`src/rtl/fseq_pkg.sv`:
```
package fseq_pkg;
  localparam logic [2:0] RA_PAGE   = 3'd0;
  localparam logic [2:0] RA_OFFSET = 3'd1;
  localparam logic [2:0] RA_DATA   = 3'd2;
  localparam logic [2:0] RA_CMD    = 3'd3;
  localparam logic [2:0] RA_KEY_A  = 3'd4;
  localparam logic [2:0] RA_KEY_B  = 3'd5;
  localparam logic [2:0] RA_KEY_C  = 3'd6;
  localparam logic [2:0] RA_KEY_D  = 3'd7;

  localparam logic [7:0] CMD_ERASE = 8'hE6;
  localparam logic [7:0] CMD_PROG  = 8'h6E;
  localparam logic [3:0] KEY_A_NIB = 4'h5;
  localparam logic [7:0] KEY_B_VAL = 8'h0A;
  localparam logic [7:0] KEY_C_VAL = 8'h09;
  localparam logic [7:0] KEY_D_VAL = 8'h06;

  typedef enum logic [1:0] {
    STG_A = 2'd0,
    STG_B = 2'd1,
    STG_C = 2'd2,
    STG_D = 2'd3
  } key_stage_e;
endpackage

```
`src/rtl/fseq_target_regs.sv`:
```
module fseq_target_regs
  import fseq_pkg::*;
(
  input  logic       clk,
  input  logic       rst_n,
  input  logic       wr_en,
  input  logic [2:0] wr_addr,
  input  logic [7:0] wr_data,
  output logic [7:0] page_q,
  output logic [7:0] offset_q,
  output logic [7:0] data_q
);
  always_ff @(posedge clk) begin
    if (!rst_n) begin
      page_q   <= '0;
      offset_q <= '0;
      data_q   <= '0;
    end else if (wr_en) begin
      case (wr_addr)
        RA_PAGE:   page_q   <= wr_data;
        RA_OFFSET: offset_q <= wr_data;
        RA_DATA:   data_q   <= wr_data;
        default: ;
      endcase
    end
  end
endmodule

```
`src/rtl/fseq_key_chain.sv`:
```
module fseq_key_chain
  import fseq_pkg::*;
(
  input  logic       clk,
  input  logic       rst_n,
  input  logic       wr_en,
  input  logic [2:0] wr_addr,
  input  logic [7:0] wr_data,
  output logic       fire,
  output logic       fire_erase
);
  key_stage_e stage_q;
  logic [7:0] cmd_q;
  logic       cmd_ok;

  assign cmd_ok     = (cmd_q == CMD_ERASE) || (cmd_q == CMD_PROG);
  assign fire       = wr_en && (wr_addr == RA_KEY_D) && (wr_data == KEY_D_VAL)
                      && (stage_q == STG_D) && cmd_ok;
  assign fire_erase = (cmd_q == CMD_ERASE);

  // Each key advances the stage only from its own slot; anything else wipes the chain.
  always_ff @(posedge clk) begin
    if (!rst_n) begin
      stage_q <= STG_A;
      cmd_q   <= '0;
    end else if (wr_en) begin
      case (wr_addr)
        RA_CMD: cmd_q <= wr_data;
        RA_KEY_A:
          if (stage_q == STG_A && wr_data[3:0] == KEY_A_NIB) stage_q <= STG_B;
          else begin stage_q <= STG_A; cmd_q <= '0; end
        RA_KEY_B:
          if (stage_q == STG_B && wr_data == KEY_B_VAL) stage_q <= STG_C;
          else begin stage_q <= STG_A; cmd_q <= '0; end
        RA_KEY_C:
          if (stage_q == STG_C && wr_data == KEY_C_VAL) stage_q <= STG_D;
          else begin stage_q <= STG_A; cmd_q <= '0; end
        RA_KEY_D: begin
          stage_q <= STG_A;
          cmd_q   <= '0;
        end
        default: ;
      endcase
    end
  end
endmodule

```
`src/rtl/fseq_addr_gen.sv`:
```
module fseq_addr_gen #(
  parameter int PROG_SECTORS      = 16,
  parameter int PROG_SECTOR_BYTES = 1024,
  parameter int DATA_SECTORS      = 8,
  parameter int DATA_SECTOR_BYTES = 256,
  parameter int AW                = $clog2(PROG_SECTORS * PROG_SECTOR_BYTES)
) (
  input  logic [7:0]    page,
  input  logic [7:0]    offset,
  input  logic          erase,
  output logic          region,
  output logic [AW-1:0] addr
);
  // Program region: page index picks a 256-byte window, so AW-8 index bits are used.
  localparam int PIW = AW - 8;
  localparam int DSW = (DATA_SECTORS > 1) ? $clog2(DATA_SECTORS) : 1;
  localparam int DOW = $clog2(DATA_SECTOR_BYTES);
  localparam logic [AW-1:0] PMASK = AW'(PROG_SECTOR_BYTES - 1);
  localparam logic [AW-1:0] DMASK = AW'(DATA_SECTOR_BYTES - 1);

  logic [AW-1:0] prog_byte, data_byte;

  assign region    = page[7];
  assign prog_byte = {page[PIW-1:0], offset};
  assign data_byte = (AW'(page[DSW-1:0]) << DOW) | (AW'(offset) & DMASK);

  always_comb begin
    if (region) addr = erase ? (data_byte & ~DMASK) : data_byte;
    else        addr = erase ? (prog_byte & ~PMASK) : prog_byte;
  end
endmodule

```
`src/rtl/flash_key_sequencer.sv`:
```
module flash_key_sequencer #(
  parameter int PROG_SECTORS      = 16,
  parameter int PROG_SECTOR_BYTES = 1024,
  parameter int DATA_SECTORS      = 8,
  parameter int DATA_SECTOR_BYTES = 256,
  localparam int AW = $clog2(PROG_SECTORS * PROG_SECTOR_BYTES)
) (
  input  logic          clk,
  input  logic          rst_n,
  input  logic          wr_en,
  input  logic [2:0]    wr_addr,
  input  logic [7:0]    wr_data,
  output logic          busy,
  output logic          done,
  output logic          fl_req,
  output logic          fl_op,
  output logic          fl_region,
  output logic [AW-1:0] fl_addr,
  output logic [7:0]    fl_wdata,
  input  logic          fl_ack
);
  logic          wr_ok;
  logic [7:0]    page_q, offset_q, data_q;
  logic          fire, fire_erase, tgt_region;
  logic [AW-1:0] tgt_addr;

  assign wr_ok = wr_en && !fl_req;

  fseq_target_regs u_regs (
    .clk, .rst_n, .wr_en(wr_ok), .wr_addr, .wr_data,
    .page_q, .offset_q, .data_q
  );

  fseq_key_chain u_keys (
    .clk, .rst_n, .wr_en(wr_ok), .wr_addr, .wr_data,
    .fire, .fire_erase
  );

  fseq_addr_gen #(
    .PROG_SECTORS(PROG_SECTORS), .PROG_SECTOR_BYTES(PROG_SECTOR_BYTES),
    .DATA_SECTORS(DATA_SECTORS), .DATA_SECTOR_BYTES(DATA_SECTOR_BYTES),
    .AW(AW)
  ) u_addr (
    .page(page_q), .offset(offset_q), .erase(fire_erase),
    .region(tgt_region), .addr(tgt_addr)
  );

  always_ff @(posedge clk) begin
    if (!rst_n) begin
      fl_req    <= 1'b0;
      fl_op     <= 1'b0;
      fl_region <= 1'b0;
      fl_addr   <= '0;
      fl_wdata  <= '0;
      done      <= 1'b0;
    end else begin
      done <= fl_req && fl_ack;
      if (fl_req) begin
        if (fl_ack) fl_req <= 1'b0;
      end else if (fire) begin
        fl_req    <= 1'b1;
        fl_op     <= fire_erase;
        fl_region <= tgt_region;
        fl_addr   <= tgt_addr;
        fl_wdata  <= data_q;
      end
    end
  end

  assign busy = fl_req;
endmodule

```
`config.mk`:
```
export PLATFORM = sky130hd
export DESIGN_NAME = flash_key_sequencer
export DESIGN_NICKNAME = d
export VERILOG_FILES = /design/src/rtl/fseq_pkg.sv /design/src/rtl/fseq_target_regs.sv /design/src/rtl/fseq_key_chain.sv /design/src/rtl/fseq_addr_gen.sv /design/src/rtl/flash_key_sequencer.sv
export SDC_FILE = /design/constraint.sdc
export NUM_CORES = 1
export LEC_CHECK = 0
export ABC_AREA = 1
export ABC_CLOCK_PERIOD_IN_PS = 3600
export BUFFER_PORTS_ARGS = -buffer_cell sky130_fd_sc_hd__buf_2
export CORE_MARGIN = 4
export CORE_UTILIZATION = 60
export CTS_CLUSTER_SIZE = 10
export DETAILED_ROUTE_END_ITERATION = 8
export GPL_TIMING_DRIVEN = 0
export PLACE_DENSITY_LB_ADDON = 0.12
export SLEW_MARGIN = 10
export SYNTH_ARGS = -nofsm -noshare
export SYNTH_HDL_FRONTEND = slang
export SYNTH_SLANG_ARGS = --single-unit
export TNS_END_PERCENT = 10
```
`constraint.sdc`:
```
create_clock -name clk -period 3.6 [get_ports clk]
set_input_delay 0.36 -clock clk [delete_from_list [all_inputs] [get_ports clk]]
set_output_delay 0.36 -clock clk [all_outputs]
set_load 0.01 [all_outputs]
```
==> flow_summary.ini <==
[run_status]
status = finished, final reports clean

[min_path]
hp-class = in -> reg

[clock_network]
ctsResizeCount = 0
hold_buffers = 0
root_buffer = clkbuf_8
clk_latency_ns = 0.34
clock_sinks = 59
cts_tree = done
cts_buffer_depth = 2
post_cts_buffers = 0
path_clk_slew_ns = 0.06
numCtsBuffers = 9
cts.htree.levels = 3

[synthesis]
synthDistinctLibCells = 23
synth_cells = 365
ys_seq_elements = 59
seq_area_frac_synth_pct = 46.0
synth_nets = 380
netlist_area_um2 = 2560
synth_area_per_cell_um2 = 7.03
ys_warn_count = 0

[grt]
grt_pass1_vias = 2194
antenna_found_initial = 0
overflow = 0
grt_max_degree = 11
grt_use_total_pct = 23.6
grt_pass1_wl_um = 9670

[setup_path]
r2r_end = fl_wdata[2]
cp-start-kind = flip-flop
cp.required_ns = 3.83
reg2reg_depth = 9
path_cells = inv_1 -> nand2_1 -> nor2_2 -> nand3_2 -> nor2_4 -> nand2_4 -> buf_6 -> o21ai_0 -> nor2_1
critical-path-slowest-cell = dfxtp_1
crit_type = reg -> reg
cp_max_fo = 10
end_kind = flip-flop
crit_end = fl_wdata[2]
slowest_delay_ns = 0.33
critical_path_arrival_ns = 1.83
critPathLaunch = busy
rrSetupSlack_ns = 2.00
r2r-start = busy

[timing]
period_needed_ns = 1.60
rsz0062_at_grt = false
fin_tns_setup_ns = 0
maxSlewHeadroom_pct = 74.2
skew_ns = 0.00398
final_hold_viol_count = 0
setup_viol = 0
max_freq_ghz = 0.625
tightestPinTransition_ns = 0.388
drv_slew = 0
period_share_pct = 44.4
whs_ns = 0.270

[placed_design]
port-buffer-count = 39
place.gp.congestion = 0.899
dpl.hpwl_um = 4160

[detailed_routing]
drc = 0
wl_um = 5690
vias = 2403
ant_nets = 0
drt-pass1-iter-count = 4
wl_per_cell_um = 12.1
drt-vias-per-instance = 5.11
drt_iter0_drc = 154

[layout]
utilization_pct = 75.2
fill_cells = 342
drive_gt1_share_pct = 18.8
final_net_count = 430
syn_to_final_growth_pct = 18.9
antenna_cells = 0

[die]
die_h_um = 73.4
die_w_um = 73.4
rows = 23
coreArea_um2 = 4060
initial_core_util_pct = 63.2
die_area_um2 = 5380
num_io_pins = 42

[flow_run]
cap_violations = 0

[pwr]
peakVddDrop_v = 0.000334
power_leakage_nw = 1.43
power_density_nw_per_um2 = 478
==> per-layer routing <==
| layer | GRT usage, % | vias to the layer above | wire length [um] |
|---|---|---|---|
| met3 | 5.47 | 16 | 350 |
| met1 | 28.9 | 1071 | 2420 |
| met4 | 11.7 | 0 | 152 |
| met5 | 0 | - | 0 |
| li1 | - | 1250 | - |
| met2 | 38.7 | 66 | 2760 |
==> report_power, final <==
part	total, mW	switching, mW	internal (mW)
registers	0.680	0.0105	0.669
clock network	0.680	0.254	0.426
logic	0.0973	0.0631	0.0342
==> cells by family (layout without fill, tap and decap cells) <==
family | after synthesis | in the layout | share of synthesized area [%]
AOI/OAI and AO/OA | 61 | 61 | 12.3
buffers and inverters | 45 | 100 | 8.39
DFF | 59 | 59 | 46.0
and+or+nand+nor | 200 | 200 | 33.3
==> sequential cells by signal (all words and copies together), names as in the netlist <==
| name | flops |
|---|---|
| fl_region | 1 |
| u_regs.page_q | 7 |
| u_regs.offset_q | 8 |
| fl_wdata | 8 |
| fl_addr | 14 |
| u_keys.stage_q | 2 |
| u_keys.cmd_q | 8 |
| busy | 1 |
| fl_op | 1 |
| done | 1 |
| u_regs.data_q | 8 |
==> final cells by class <==
type / count / area, um2 / share of cell area (%)
plain buffers: 15 / 103 / 3.36
clock buffers: 12 / 155 / 5.09
clock inverters: 4 / 72.6 / 2.38
inverters: 30 / 113 / 3.69
multi-input cells: 261 / 1170 / 38.3
flip-flops and latches: 59 / 1180 / 38.7
well taps: 50 / 62.6 / 2.05
repair buffers: 39 / 195 / 6.40
==> Yosys cell counts, drive strengths merged <==
| cell | n | area [um2] |
|---|---|---|
| nand3 | 15 | 80.1 |
| dfxtp | 59 | 1180 |
| nand4 | 1 | 6.26 |
| clkbuf | 5 | 18.8 |
| o21ai | 36 | 180 |
| o21bai | 4 | 30.0 |
| buf | 10 | 83.8 |
| nand2 | 74 | 313 |
| nor2 | 101 | 397 |
| nor3b | 3 | 22.5 |
| a21oi | 21 | 105 |
| inv | 30 | 113 |
| nor3 | 6 | 35.0 |
==> worst min path at each step <==
stage,start,end,cells after the start
2_1_floorplan,u_regs.page_q[0],u_regs.page_q[0],2
3_3_place_gp,u_regs.page_q[4],u_regs.page_q[4],2
3_5_place_dp,u_regs.page_q[5],u_regs.page_q[5],2
4_1_cts,fl_ack,done,3
5_1_grt,fl_ack,done,3
6_report,fl_ack,done,3
==> metrics by stage <==
stage	instances	power (mW)	instance area (um2)	setup WS [ns]
2_1_floorplan	365	0.758	2560	2.17
3_3_place_gp	454	0.787	2820	1.80
3_5_place_dp	454	0.790	2820	1.76
4_1_cts	470	1.47	3050	1.98
5_1_grt	470	1.51	3050	1.82
6_report	470	1.46	3050	2.00
==> cell usage in the layout (no fill, tap or decap), drive strengths merged <==
master    instances
nand2            74
clkinv            1
nand3            15
nand4             1
o21bai            4
bufinv            2
inv              30
clkbuf           17
o21ai            36
dfxtp            59
clkinvlp          1
nor3b             3
a21oi            21
buf              49
nor2            101
nor3              6
==> critical path, delay by kind of cell, from the launching register on <==
family,cells,cell delay (ns)
AND/OR/NAND/NOR,6,0.68
flip-flops,1,0.33
buffers and inverters,2,0.29
AO/OA/AOI/OAI,1,0.18
Power figures use the tool's default switching activity.
